File: config.mk
export PLATFORM = sky130hd
export DESIGN_NAME = i2c_tgt_regbank
export DESIGN_NICKNAME = d
export VERILOG_FILES = /design/src/rtl/i2c_tgt_pkg.sv /design/src/rtl/i2c_tgt_line_sync.sv /design/src/rtl/i2c_tgt_regfile.sv /design/src/rtl/i2c_tgt_ctrl.sv /design/src/rtl/i2c_tgt_regbank.sv
export SDC_FILE = /design/constraint.sdc
export NUM_CORES = 1
export LEC_CHECK = 0
export BUFFER_PORTS_ARGS = -buffer_cell sky130_fd_sc_hd__buf_2
export CELL_PAD_IN_SITES_DETAIL_PLACEMENT = 1
export CELL_PAD_IN_SITES_GLOBAL_PLACEMENT = 2
export CORE_UTILIZATION = 45
export CTS_BUF_LIST = sky130_fd_sc_hd__clkbuf_8 sky130_fd_sc_hd__clkbuf_16
export DETAILED_ROUTE_END_ITERATION = 8
export PLACE_DENSITY = 0.75
export RECOVER_POWER = 25
export SYNTH_ARGS = -nofsm -noshare
export SYNTH_HDL_FRONTEND = slang
export SYNTH_SLANG_ARGS = --single-unit
File: constraint.sdc
create_clock -name clk -period 5.3 [get_ports clk]
set_input_delay 0.265 -clock clk [delete_from_list [all_inputs] [get_ports clk]]
set_output_delay 0.265 -clock clk [all_outputs]
set_load 0.05 [all_outputs]
File: src/rtl/i2c_tgt_pkg.sv
package i2c_tgt_pkg;

  typedef enum logic [2:0] {
    PH_IDLE  = 3'd0,
    PH_ADDR  = 3'd1,
    PH_REG   = 3'd2,
    PH_WDATA = 3'd3,
    PH_RDATA = 3'd4,
    PH_SKIP  = 3'd5
  } phase_t;

  localparam int unsigned MAP_SPAN = 256;

  // Power-on contents of register idx.
  function automatic logic [7:0] reg_reset_value(input int unsigned idx);
    return 8'((idx * 37 + 90) % 256);
  endfunction

  // An index exists when it lies inside the bank and its mask bit is set.
  function automatic logic reg_defined(input logic [MAP_SPAN-1:0] mask,
                                       input int unsigned count,
                                       input logic [7:0] idx);
    return (32'(idx) < count) && mask[idx];
  endfunction

  // Upper seven bits of the first byte compared with the own address.
  function automatic logic addr_match(input logic [7:0] first_byte,
                                      input logic [6:0] own);
    return first_byte[7:1] == own;
  endfunction

endpackage

File: src/rtl/i2c_tgt_line_sync.sv
module i2c_tgt_line_sync #(
  parameter int unsigned STAGES = 2
) (
  input  logic clk,
  input  logic rst_n,
  input  logic scl_i,
  input  logic sda_i,
  output logic scl_lvl,
  output logic sda_lvl,
  output logic scl_rise,
  output logic scl_fall,
  output logic start_evt,
  output logic stop_evt
);

  logic [STAGES-1:0] scl_pipe;
  logic [STAGES-1:0] sda_pipe;
  logic              scl_q;
  logic              sda_q;

  always_ff @(posedge clk or negedge rst_n) begin
    if (!rst_n) begin
      scl_pipe <= '1;
      sda_pipe <= '1;
      scl_q    <= 1'b1;
      sda_q    <= 1'b1;
    end else begin
      scl_pipe <= {scl_pipe[STAGES-2:0], scl_i};
      sda_pipe <= {sda_pipe[STAGES-2:0], sda_i};
      scl_q    <= scl_pipe[STAGES-1];
      sda_q    <= sda_pipe[STAGES-1];
    end
  end

  assign scl_lvl   = scl_pipe[STAGES-1];
  assign sda_lvl   = sda_pipe[STAGES-1];
  assign scl_rise  = scl_lvl & ~scl_q;
  assign scl_fall  = ~scl_lvl & scl_q;
  assign start_evt = scl_lvl & scl_q & sda_q & ~sda_lvl;
  assign stop_evt  = scl_lvl & scl_q & ~sda_q & sda_lvl;

endmodule

File: src/rtl/i2c_tgt_regfile.sv
module i2c_tgt_regfile
  import i2c_tgt_pkg::*;
#(
  parameter int unsigned           NUM_REGS     = 16,
  parameter logic [NUM_REGS-1:0]   DEFINED_MASK = '1
) (
  input  logic       clk,
  input  logic       rst_n,
  input  logic       we,
  input  logic [7:0] waddr,
  input  logic [7:0] wdata,
  input  logic [7:0] raddr,
  output logic [7:0] rdata
);

  localparam int unsigned IDX_W = (NUM_REGS > 1) ? $clog2(NUM_REGS) : 1;

  logic [7:0] rd_word [NUM_REGS];

  for (genvar i = 0; i < NUM_REGS; i++) begin : g_slot
    if (DEFINED_MASK[i]) begin : g_store
      logic [7:0] q;
      always_ff @(posedge clk or negedge rst_n) begin
        if (!rst_n)
          q <= reg_reset_value(i);
        else if (we && (32'(waddr) == i))
          q <= wdata;
      end
      assign rd_word[i] = q;
    end else begin : g_hole
      assign rd_word[i] = 8'h00;
    end
  end

  always_comb begin
    rdata = 8'h00;
    if (32'(raddr) < NUM_REGS)
      rdata = rd_word[raddr[IDX_W-1:0]];
  end

endmodule

File: src/rtl/i2c_tgt_ctrl.sv
module i2c_tgt_ctrl
  import i2c_tgt_pkg::*;
#(
  parameter logic [6:0]          TGT_ADDR     = 7'h2A,
  parameter int unsigned         NUM_REGS     = 16,
  parameter logic [NUM_REGS-1:0] DEFINED_MASK = '1
) (
  input  logic       clk,
  input  logic       rst_n,
  input  logic       sda_lvl,
  input  logic       scl_rise,
  input  logic       scl_fall,
  input  logic       start_evt,
  input  logic       stop_evt,
  input  logic [7:0] rd_byte,
  output logic       sda_oe,
  output logic       reg_we,
  output logic [7:0] reg_waddr,
  output logic [7:0] reg_wdata,
  output phase_t     phase,
  output logic [3:0] bit_cnt
);

  localparam logic [MAP_SPAN-1:0] MASK_EXT = MAP_SPAN'(DEFINED_MASK);
  localparam logic [3:0]          ACK_SLOT = 4'd8;
  localparam logic [3:0]          LAST_BIT = 4'd7;

  logic [7:0] shreg;
  logic [7:0] tx_byte;
  logic [7:0] ptr;
  logic       ptr_ok;
  logic       ack_go;
  phase_t     after_phase;

  logic [7:0] byte_in;
  logic       dec_ack;
  phase_t     dec_next;
  logic       dec_latch;
  logic       dec_forget;
  logic       dec_write;
  logic       listening;
  logic [2:0] bit_sel;
  logic       slot_drive;

  assign byte_in   = {shreg[6:0], sda_lvl};
  assign listening = (phase == PH_ADDR) || (phase == PH_REG) ||
                     (phase == PH_WDATA) || (phase == PH_RDATA);
  assign bit_sel   = 3'd7 - bit_cnt[2:0];

  // What to answer once the 8th bit of the current byte is in.
  always_comb begin
    dec_ack    = 1'b0;
    dec_next   = PH_SKIP;
    dec_latch  = 1'b0;
    dec_forget = 1'b0;
    dec_write  = 1'b0;
    unique case (phase)
      PH_ADDR: begin
        if (addr_match(byte_in, TGT_ADDR)) begin
          if (!byte_in[0]) begin
            dec_ack  = 1'b1;
            dec_next = PH_REG;
          end else if (ptr_ok) begin
            dec_ack  = 1'b1;
            dec_next = PH_RDATA;
          end
        end
      end
      PH_REG: begin
        if (reg_defined(MASK_EXT, NUM_REGS, byte_in)) begin
          dec_ack   = 1'b1;
          dec_next  = PH_WDATA;
          dec_latch = 1'b1;
        end else begin
          dec_forget = 1'b1;
        end
      end
      PH_WDATA: begin
        dec_ack   = 1'b1;
        dec_write = 1'b1;
      end
      default: ;
    endcase
  end

  // Level to present while SCL is next high.
  always_comb begin
    slot_drive = 1'b0;
    if (bit_cnt == ACK_SLOT)
      slot_drive = ack_go;
    else if (phase == PH_RDATA)
      slot_drive = ~tx_byte[bit_sel];
  end

  always_ff @(posedge clk or negedge rst_n) begin
    if (!rst_n) begin
      phase       <= PH_IDLE;
      after_phase <= PH_IDLE;
      bit_cnt     <= '0;
      shreg       <= '0;
      tx_byte     <= '0;
      ptr         <= '0;
      ptr_ok      <= 1'b0;
      ack_go      <= 1'b0;
      sda_oe      <= 1'b0;
      reg_we      <= 1'b0;
      reg_wdata   <= '0;
    end else begin
      reg_we <= 1'b0;
      if (stop_evt) begin
        phase   <= PH_IDLE;
        bit_cnt <= '0;
        sda_oe  <= 1'b0;
        ptr_ok  <= 1'b0;
      end else if (start_evt) begin
        phase   <= PH_ADDR;
        bit_cnt <= '0;
        sda_oe  <= 1'b0;
      end else begin
        if (scl_rise && listening) begin
          if (bit_cnt < ACK_SLOT) begin
            bit_cnt <= bit_cnt + 4'd1;
            shreg   <= byte_in;
            if (bit_cnt == LAST_BIT) begin
              ack_go      <= dec_ack;
              after_phase <= dec_next;
              if (dec_latch) begin
                ptr    <= byte_in;
                ptr_ok <= 1'b1;
              end
              if (dec_forget)
                ptr_ok <= 1'b0;
              if (dec_write) begin
                reg_we    <= 1'b1;
                reg_wdata <= byte_in;
              end
            end
          end else begin
            bit_cnt <= '0;
            phase   <= after_phase;
            if (after_phase == PH_RDATA)
              tx_byte <= rd_byte;
          end
        end
        if (scl_fall)
          sda_oe <= slot_drive;
      end
    end
  end

  assign reg_waddr = ptr;

endmodule

File: src/rtl/i2c_tgt_regbank.sv
module i2c_tgt_regbank
  import i2c_tgt_pkg::*;
#(
  parameter logic [6:0]          TGT_ADDR     = 7'h2A,
  parameter int unsigned         NUM_REGS     = 16,
  parameter logic [NUM_REGS-1:0] DEFINED_MASK = 16'hB7DF,
  parameter int unsigned         SYNC_STAGES  = 2
) (
  input  logic clk,
  input  logic rst_n,
  input  logic scl_i,
  input  logic sda_i,
  output logic sda_oe
);

  logic       scl_lvl;
  logic       sda_lvl;
  logic       scl_rise;
  logic       scl_fall;
  logic       start_evt;
  logic       stop_evt;
  logic       reg_we;
  logic [7:0] reg_waddr;
  logic [7:0] reg_wdata;
  logic [7:0] rd_byte;
  phase_t     phase;
  logic [3:0] bit_cnt;

  i2c_tgt_line_sync #(
    .STAGES(SYNC_STAGES)
  ) u_sync (
    .clk      (clk),
    .rst_n    (rst_n),
    .scl_i    (scl_i),
    .sda_i    (sda_i),
    .scl_lvl  (scl_lvl),
    .sda_lvl  (sda_lvl),
    .scl_rise (scl_rise),
    .scl_fall (scl_fall),
    .start_evt(start_evt),
    .stop_evt (stop_evt)
  );

  i2c_tgt_ctrl #(
    .TGT_ADDR    (TGT_ADDR),
    .NUM_REGS    (NUM_REGS),
    .DEFINED_MASK(DEFINED_MASK)
  ) u_ctrl (
    .clk      (clk),
    .rst_n    (rst_n),
    .sda_lvl  (sda_lvl),
    .scl_rise (scl_rise),
    .scl_fall (scl_fall),
    .start_evt(start_evt),
    .stop_evt (stop_evt),
    .rd_byte  (rd_byte),
    .sda_oe   (sda_oe),
    .reg_we   (reg_we),
    .reg_waddr(reg_waddr),
    .reg_wdata(reg_wdata),
    .phase    (phase),
    .bit_cnt  (bit_cnt)
  );

  i2c_tgt_regfile #(
    .NUM_REGS    (NUM_REGS),
    .DEFINED_MASK(DEFINED_MASK)
  ) u_regs (
    .clk  (clk),
    .rst_n(rst_n),
    .we   (reg_we),
    .waddr(reg_waddr),
    .wdata(reg_wdata),
    .raddr(reg_waddr),
    .rdata(rd_byte)
  );

endmodule

==> results.py, run 1 <==
metrics = {
    "run_status": {
        "outcome": "complete, but fails checks",
        "violations": "max-capacitance violations, max-slew violations",
    },
    "floorplanning": {
        "die_w_um": 129,
        "num_rows": 45,
        "io-pin-count": 5,
        "die_h_um": 129,
        "core_area_mm2": 0.0154,
        "dieArea_mm2": 0.0165,
        "start_util_pct": 46.7,
    },
    "power_and_ir_drop": {
        "p_switching_uw": 545,
        "combPwrFrac_pct": 2.1,
        "power_frac_seq_pct": 50.9,
        "power.total_uw": 2380,
        "p_int_uw": 1830,
        "ir_drop_uv": 298,
        "p_per_area_mw_per_mm2": 299,
        "p_leak_uw": 0.00345,
        "clkPwrFrac_pct": 47.0,
        "switching_share_pct": 22.9,
    },
    "grt": {
        "grt_pass1_vias": 4708,
        "grt.overflow.total": 0,
        "antenna_found_initial": 1,
        "grt_pass1_wl_mm": 27.9,
        "grt_start_max_net_pins": 97,
        "track_usage_pct": 23.2,
    },
    "logic_synthesis": {
        "netlist_top_cells_count": "130 x mux2_2, 95 x dfrtp_1, 60 x dfstp_2",
        "synth_seq_cells": 155,
        "netlist_area_mm2": 0.00721,
        "synth_edf_count": 0,
        "synthAdderAreaFrac_pct": 0.174,
        "synthTopCellsByArea": "dfrtp_1 33%, dfstp_2 22%, mux2_2 20%, mux2i_1 4.9%, nand3_1 1.5%",
        "synth_xor_area_share_pct": 0.243,
        "synth-simple-area-share_pct": 9.74,
        "synth_compound_area_share_pct": 6.70,
        "synthArstFlopShare_pct": 100,
        "synth.largest_area_cell": "dfrtp_1",
        "synth_flop_cell": "dfrtp_1",
        "avgSynthCellArea_um2": 13.3,
        "synth_mux_area_share_pct": 26.0,
        "synth_warnings": 0,
        "ys_seq_area_share_pct": 54.9,
        "synthMostInstantiatedCell": "mux2_2",
        "syn_nets": 548,
        "synth_top_family_by_area": "multiplexers",
        "syn_inst": 543,
        "ys_types": 59,
        "synth_top_area_share_pct": 33.0,
    },
    "cts": {
        "cts_setup_buffers": 0,
        "worstSkewPairLatency_ns": 0.43,
        "cts_hold_buf": 3,
        "cts_root_buf": "clkbuf_16",
        "cts_resized": 0,
        "cts_buffers": 17,
        "h-tree-depth": 4,
        "path_clk_slew_ns": 0.06,
        "cts_max_path_buffers": 2,
        "clock_sinks": 155,
        "cts_tree": "done",
    },
    "sta": {
        "maxSlewViolCount": 97,
        "rsz0062_at_grt": "no",
        "worst_pin_slew_ns": 2.39,
        "final.period_utilization_pct": 56.1,
        "max_slew_margin_pct": -59.4,
        "hold_viol": 0,
        "fin_skew_ns": 0.0104,
        "fmax_mhz": 337,
        "setup_tns_ns": 0,
        "fin_crit_ns": 2.97,
        "finalSetupViolCount": 0,
    },
    "routing": {
        "vias": 4435,
        "via_per_inst": 5.82,
        "firstDrtPassIters": 4,
        "routed_wl_mm": 17.3,
        "final_antenna_net_count": 0,
        "first_iter_violations": 255,
        "drt-wirelength-per-cell_um": 22.7,
        "drc_errors": 0,
    },
    "cells_and_area": {
        "seqCellArea_mm2": 0.00396,
        "n_antenna_cell": 0,
        "final_nets": 543,
        "area_growth_pct": 10.2,
        "drive_gt1_share_pct": 44.3,
        "n_fill_cell": 1579,
        "multi_input_area_mm2": 0.00309,
    },
    "placed_design": {
        "port_buffers": 4,
        "place_congestion": 0.776,
        "dpl.hpwl_mm": 11.5,
    },
    "critical_path": {
        "critPathArrivalTime_ns": 3.40,
        "end_kind": "asynchronous set/reset pin",
        "crit_fanout": 96,
        "critPathLaunchType": "input port",
        "critical_path_required_ns": 5.73,
        "startpoint": "rst_n",
        "crit_type": "input port to asynchronous set/reset pin",
        "rr_startpoint": "u_ctrl.reg_waddr[1]$_DFFE_PN0P_",
    },
    "flow_run": {
        "drv_cap": 1,
    },
    "min_path": {
        "hold_start": "u_sync.scl_pipe[0]$_DFF_PN1_",
        "hold_class": "flip-flop to flip-flop",
    },
}
## stage by stage
stage	setup WS (ns)	utilization [%]	cells	area (µm²)	hold WS, ns
2_1_floorplan	3.37	-	543	7210	-0.0306
3_3_place_gp	2.92	47.8	727	7370	0.346
3_5_place_dp	2.87	47.8	727	7370	0.353
4_1_cts	2.80	51.5	762	7950	0.361
5_1_grt	1.80	51.5	762	7940	0.372
6_report	2.33	51.5	762	7940	0.365
## routing by layer
metal / wire length, µm / track usage [%]
met1: 8520 / 34.3
met2: 7760 / 34.0
met3: 781 / 4.28
met4: 235 / 8.10
met5: 0 / 0
## area by class of cell
cell class / instances / area share (%)
tap: 211 / 3.32
multi-input combinational: 349 / 38.8
timing repair buffer: 10 / 0.914
sequential: 155 / 49.8
inverter: 5 / 0.236
clock inverter: 13 / 1.18
clock buffer: 19 / 5.70
## worst max-delay path, cell delays in order
cell and delay, ns:
dlygate4sd3_1 0.53, clkbuf_2 1.67, buf_4 0.86
## power groups by stage
stage	Sequential [µW]	Combinational [µW]	Clock (µW)
CTS	1210	51.8	1150
global route	1210	56.4	1200
finish	1210	49.2	1120
global placement	1230	48.0	0
detailed placement	1230	50.1	0
floorplan	1230	17.6	0
## registers in the layout, indices dropped and copies added, names as in the netlist
name and count:
u_ctrl.phase 3, u_regs.g_slot.g_store.q 104, u_sync.scl_pipe 2, u_ctrl.sda_oe 1, u_sync.sda_q 1, u_ctrl.tx_byte 8, u_ctrl.reg_we 1, u_ctrl.reg_waddr 8
u_ctrl.ptr_ok 1, u_ctrl.after_phase 3, u_sync.sda_pipe 2, u_ctrl.ack_go 1, u_ctrl.reg_wdata 8, u_sync.scl_q 1, u_ctrl.shreg 7, u_ctrl.bit_cnt 4
## final timing paths
kind	depth (start not counted)	to	slack, ns
setup / recovery	3	u_ctrl.reg_waddr[1]$_DFFE_PN0P_	2.33
hold / removal	0	u_sync.scl_pipe[1]$_DFF_PN1_	0.36
setup reg to reg	5	u_ctrl.tx_byte[1]$_DFFE_PN0P_	2.82
hold reg to reg	0	u_sync.scl_pipe[1]$_DFF_PN1_	0.36
max in group clk	5	u_ctrl.tx_byte[1]$_DFFE_PN0P_	2.82
min in group asynchronous	2	u_ctrl.bit_cnt[2]$_DFFE_PN0P_	1.09
## cells by family (layout without fill, tap and decap cells)
logic type      Yosys count  count (layout)
xor+xnor                  2               2
mux                     168             168
buf+inv                  39              47
flops                   155             155
compound gates           67              67
fa+ha+maj                 1               1
simple gates            111             111
## placed cells by master, fill, tap and decap left out, drive strengths merged, types with 2 or more instances in the layout
master and count:
nor2 12, dfrtp 95, a31oi 11, and3 2, nand3 21, dlygate4sd3 3
mux4 2, nand4b 2, nand2b 2, o21ai 15, clkinvlp 3, clkbuf 20
nand4 5, inv 8, dfstp 60, and2 2, o31ai 2, a221oi 8
nor4bb 2, nand2 22, nor4b 2, mux2 131, nor3 2, or4b 8
clkinv 7, o2bb2ai 4, and4 2, nand3b 4, o2111ai 8, mux2i 35
nor2b 12, a22oi 8, a21oi 2, o211ai 2, nor3b 4, nor4 2
buf 6
Note: power is estimated with default switching activity, not from simulation.
==> run 2, diff against run 1 <==
clock period = 2.9 ns   (was 5.3 ns; I/O delays follow)
==> results.py, run 2 (synthesized netlist as in run 1, its figures left out) <==
metrics = {
    "sta": {
        "finalSetupViolCount": 0,
        "maxSlewViolCount": 0,
        "worst_pin_slew_ns": 0.656,
        "setup_tns_ns": 0,
        "fin_crit_ns": 2.43,
        "final.period_utilization_pct": 83.9,
        "fin_skew_ns": 0.0131,
        "rsz0062_at_grt": "no",
        "hold_viol": 0,
        "fmax_mhz": 411,
        "max_slew_margin_pct": 56.3,
    },
    "critical_path": {
        "critPathArrivalTime_ns": 2.79,
        "end_kind": "flip-flop",
        "critical_path_required_ns": 3.26,
        "crit_type": "flip-flop to flip-flop",
        "critPathLaunchType": "flip-flop",
        "crit_fanout": 16,
    },
    "floorplanning": {
        "io-pin-count": 5,
        "num_rows": 45,
        "core_area_mm2": 0.0154,
        "dieArea_mm2": 0.0165,
        "start_util_pct": 46.7,
        "die_h_um": 129,
        "die_w_um": 129,
    },
    "cts": {
        "clock_sinks": 155,
        "cts_root_buf": "clkbuf_16",
        "cts_resized": 0,
        "cts_max_path_buffers": 2,
        "cts_buffers": 17,
        "cts_tree": "done",
        "path_clk_slew_ns": 0.06,
        "h-tree-depth": 4,
        "cts_setup_buffers": 0,
        "worstSkewPairLatency_ns": 0.43,
    },
    "routing": {
        "final_antenna_net_count": 0,
        "firstDrtPassIters": 4,
        "drc_errors": 0,
        "drt-wirelength-per-cell_um": 22.4,
        "vias": 4486,
        "routed_wl_mm": 17.2,
        "first_iter_violations": 229,
        "via_per_inst": 5.83,
    },
    "cells_and_area": {
        "final_cells": 769,
        "seqCellArea_mm2": 0.00396,
        "post-route-util_pct": 52.4,
        "multi_input_area_mm2": 0.00309,
        "area_growth_pct": 12.1,
        "final_nets": 550,
        "n_antenna_cell": 0,
        "drive_gt1_share_pct": 44.8,
        "n_fill_cell": 1546,
        "layout_common_cells": "130 x mux2_2, 94 x dfrtp_1, 58 x dfstp_2, 35 x mux2i_1, 22 x nand2_1",
        "mostFrequentLayoutCell": "mux2_2",
        "fin_area_mm2": 0.00808,
        "top_register": "u_regs.g_slot.g_store.q",
        "largest_reg_flops": 104,
    },
    "placed_design": {
        "dpl.hpwl_mm": 11.6,
        "dp.cells": 734,
        "port_buffers": 4,
        "place_congestion": 0.853,
        "dpl-instance-area_mm2": 0.00744,
    },
    "power_and_ir_drop": {
        "ir_drop_uv": 384,
        "power.total_uw": 4600,
        "p_per_area_mw_per_mm2": 569,
        "p_leak_uw": 0.00353,
    },
    "grt": {
        "grt_start_max_net_pins": 75,
        "antenna_found_initial": 0,
        "grt_pass1_wl_mm": 28.3,
        "track_usage_pct": 23.3,
        "grt.overflow.total": 0,
        "grt_pass1_vias": 4849,
    },
    "min_path": {
        "hold_class": "input port to asynchronous set/reset pin",
    },
    "flow_run": {
        "drv_cap": 0,
    },
    "run_status": {
        "outcome": "complete, no violations",
    },
}
==> run 2: changes by cell type in the layout (fill, tap and decap cells not counted) <==
cell,before,now
buf_12,0,1
buf_4,3,9
buf_6,0,1
bufinv_16,0,3
clkbuf_2,1,0
clkbuf_8,2,1
clkinv_2,3,2
clkinv_4,4,3
clkinvlp_4,3,1
inv_1,6,7
inv_8,0,1
==> run 2: path summary, 6_finish.rpt <==
path,startpoint,to,slack (ns),depth (start not counted)
setup / recovery,u_sync.scl_pipe[1]$_DFF_PN1_,u_ctrl.tx_byte[1]$_DFFE_PN0P_,0.47,4
hold / removal,rst_n,u_ctrl.bit_cnt[0]$_DFFE_PN0P_,0.22,2
max in group asynchronous,rst_n,u_regs.g_slot[1].g_store.q[0]$_DFFE_PN1P_,1.81,3
hold reg to reg,u_sync.scl_pipe[0]$_DFF_PN1_,u_sync.scl_pipe[1]$_DFF_PN1_,0.36,0
setup reg to reg,u_sync.scl_pipe[1]$_DFF_PN1_,u_ctrl.tx_byte[1]$_DFFE_PN0P_,0.47,4
min in group clk,scl_i,u_sync.scl_pipe[0]$_DFF_PN1_,0.36,2
==> run 2: worst max-delay path, stage by stage (launching register included) <==
cell,delay (ns)
dfstp_1,0.65
and3b_1,0.27
nand4_1,0.49
or4b_2,0.84
nand3_1,0.10
==> run 2: report_power, final <==
part	switching [µW]	leakage [µW]	internal, µW
sequential	24.6	0.00194	2180
clock	912	0.000305	1380
combinational	65.5	0.00129	29.1
==> run 2: per-stage QoR <==
stage / setup slack, ns / hold WS, ns
2_1_floorplan: 0.968 / -0.151
3_3_place_gp: 0.563 / 0.102
3_5_place_dp: 0.521 / 0.108
4_1_cts: 0.494 / 0.221
5_1_grt: 0.277 / 0.251
6_report: 0.468 / 0.222
==> run 2: final cells by class <==
type,count,area share (%)
sequential,155,49.0
clock inverter,14,2.11
multi-input combinational,349,38.2
timing repair buffer,17,1.78
clock buffer,18,5.44
inverter,5,0.232
tap,211,3.27
==> run 2: layer usage <==
layer	vias up	global-route usage, %	wire [µm]
met4	0	6.37	197
met1	2386	33.6	8680
met5	-	0	0
met2	44	35.3	7840
met3	18	5.49	484
li1	2038	-	-
==> run 2: timing repair <==
item,4_1_cts,5_1_grt
endpoints found under the setup margin,0,0
endpoints found under the hold margin,47,0
hold buffers,3,0
==> run 3, diff against run 2 <==
CORE_UTILIZATION = 41   (was 45)
PLACE_DENSITY = 0.72   (was 0.75)
clock period = 2 ns   (was 2.9 ns; I/O delays follow)
==> results.py, run 3 (synthesized netlist as in run 1, its figures left out) <==
metrics = {
    "run_status": {
        "outcome": "complete, no violations",
    },
    "grt": {
        "grt_pass1_vias": 5038,
        "antenna_found_initial": 0,
        "grt_start_max_net_pins": 64,
        "grt.overflow.total": 0,
        "grt_pass1_wl_mm": 29.6,
        "track_usage_pct": 22.2,
    },
    "power_and_ir_drop": {
        "clkPwrFrac_pct": 50.4,
        "power_frac_seq_pct": 47.3,
        "p_switching_uw": 1430,
        "p_int_uw": 5320,
        "ir_drop_uv": 621,
        "p_leak_uw": 0.00371,
        "p_per_area_mw_per_mm2": 802,
        "combPwrFrac_pct": 2.3,
        "switching_share_pct": 21.2,
    },
    "floorplanning": {
        "start_util_pct": 41.8,
        "io-pin-count": 5,
        "core_area_mm2": 0.0172,
        "dieArea_mm2": 0.0181,
        "num_rows": 48,
        "die_h_um": 135,
        "die_w_um": 135,
    },
    "placed_design": {
        "place_congestion": 0.814,
        "post-place-ws_ns": -0.186,
        "dpl.hpwl_mm": 12.2,
        "port_buffers": 4,
        "dpl-instance-area_mm2": 0.00773,
    },
    "sta": {
        "fmax_mhz": 520,
        "maxSlewViolCount": 0,
        "fin_crit_ns": 1.92,
        "finalSetupViolCount": 0,
        "setup_slack_ns": 0.0765,
        "final.period_utilization_pct": 96.2,
        "fin_skew_ns": 0.0187,
        "worst_pin_slew_ns": 0.975,
        "max_slew_margin_pct": 35.0,
        "hold_viol": 0,
    },
    "critical_path": {
        "critical_path_required_ns": 2.34,
        "end_kind": "flip-flop",
        "reg2reg_depth": 5,
        "crit_fanout": 9,
        "reg2reg_to": "u_ctrl.tx_byte[3]$_DFFE_PN0P_",
        "crit_type": "flip-flop to flip-flop",
        "critPathLaunchType": "flip-flop",
        "critPathArrivalTime_ns": 2.27,
        "rr_startpoint": "u_sync.scl_pipe[1]$_DFF_PN1_",
        "ff2ff_setup_slack_ns": 0.08,
    },
    "cells_and_area": {
        "fin_area_mm2": 0.00843,
        "mostFrequentLayoutCell": "mux2_2",
        "n_antenna_cell": 0,
        "final_nets": 582,
        "multi_input_area_mm2": 0.00312,
        "seqCellArea_mm2": 0.00396,
        "top_register": "u_regs.g_slot.g_store.q",
        "drive_gt1_share_pct": 49.0,
        "layout_common_cells": "130 x mux2_2, 94 x dfrtp_1, 59 x dfstp_2, 37 x buf_4, 35 x mux2i_1",
        "area_growth_pct": 17.0,
        "largest_reg_flops": 104,
        "n_fill_cell": 1722,
    },
    "min_path": {
        "whs_path_depth": 2,
        "hold_start": "sda_i",
        "min_to": "u_sync.sda_pipe[0]$_DFF_PN1_",
        "hold_class": "input port to flip-flop",
    },
    "cts": {
        "cts_max_path_buffers": 2,
        "worstSkewPairLatency_ns": 0.43,
        "cts_tree": "done",
        "cts_root_buf": "clkbuf_16",
        "h-tree-depth": 4,
        "clock_sinks": 155,
        "path_clk_slew_ns": 0.07,
        "cts_buffers": 17,
    },
    "routing": {
        "vias": 4600,
        "drt-wirelength-per-cell_um": 22.2,
        "firstDrtPassIters": 4,
        "drc_errors": 0,
        "first_iter_violations": 188,
        "routed_wl_mm": 18.1,
        "final_antenna_net_count": 0,
        "via_per_inst": 5.64,
    },
    "flow_run": {
        "drv_cap": 0,
    },
}
[run 3: cell types whose count changed in the layout (fill, tap and decap cells not counted), moves of 2 or more]
| cell | before | now |
|---|---|---|
| buf_4 | 9 | 37 |
| inv_1 | 7 | 9 |
| nand2_1 | 22 | 20 |
| buf_12 | 1 | 5 |
| nand2_2 | 0 | 2 |
[run 3: cell type report]
cell class | count | share of cell area [%]
flip-flops and latches | 155 | 46.9
well taps | 225 | 3.34
clock buffers | 18 | 5.21
inverters | 5 | 0.223
repair buffers | 49 | 5.08
clock inverters | 14 | 2.15
multi-input cells | 349 | 37.1
[run 3: repair_timing]
action	4_1_cts	5_1_grt
hold buffers	3	0
buffers inserted	1	4
resized for setup	3	7
hold endpoints to repair	64	0
endpoints found under the setup margin	13	18
pin swaps	0	1
[run 3: power by group through the flow]
| stage | Clock, µW | Combinational, µW | Sequential [µW] |
|---|---|---|---|
| global placement | 0 | 160 | 3250 |
| detailed placement | 0 | 165 | 3250 |
| CTS | 3480 | 171 | 3190 |
| finish | 3400 | 158 | 3190 |
| floorplan | 0 | 46.8 | 3250 |
| global route | 3600 | 180 | 3200 |
[run 3: worst max-delay path by stage]
stage / start / cells past startpoint / end
floorplan: u_sync.scl_pipe[1]$_DFF_PN1_ / 4 / u_ctrl.reg_wdata[0]$_DFFE_PN0P_
global placement: u_ctrl.shreg[5]$_DFFE_PN0P_ / 4 / u_ctrl.reg_waddr[3]$_DFFE_PN0P_
detailed placement: u_ctrl.phase[2]$_DFFE_PN0P_ / 4 / u_ctrl.reg_waddr[3]$_DFFE_PN0P_
CTS: u_ctrl.shreg[5]$_DFFE_PN0P_ / 4 / u_ctrl.reg_waddr[3]$_DFFE_PN0P_
global route: u_ctrl.shreg[5]$_DFFE_PN0P_ / 4 / u_ctrl.reg_waddr[3]$_DFFE_PN0P_
finish: u_sync.scl_pipe[1]$_DFF_PN1_ / 5 / u_ctrl.tx_byte[3]$_DFFE_PN0P_
[run 3: through the flow]
| stage | hold slack [ns] | cells | TNS, ns | utilization [%] | power [µW] |
|---|---|---|---|---|---|
| 2_1_floorplan | -0.196 | 543 | 0 | - | 3300 |
| 3_3_place_gp | 0.0356 | 775 | -0.211 | 44.9 | 3410 |
| 3_5_place_dp | 0.0381 | 775 | -0.602 | 44.9 | 3410 |
| 4_1_cts | 0.154 | 811 | 0 | 48.8 | 6850 |
| 5_1_grt | 0.326 | 815 | -0.0187 | 48.9 | 6980 |
| 6_report | 0.323 | 815 | 0 | 48.9 | 6760 |
[run 3: metal layers]
layer  track usage (%)  wire, µm  vias up
met5                 0         0        -
met4              9.18       380        0
met3              3.98       441       23
met2              35.5      8950       65
met1              29.8      8310     2412
li1                  -         -     2100
[run 3: critical path, cell delays in order (launching register included)]
cell and delay, ns:
dfstp_2 0.57, and3b_2 0.21, nand4_1 0.10, buf_4 0.18
or4b_2 0.68, nand3_1 0.11
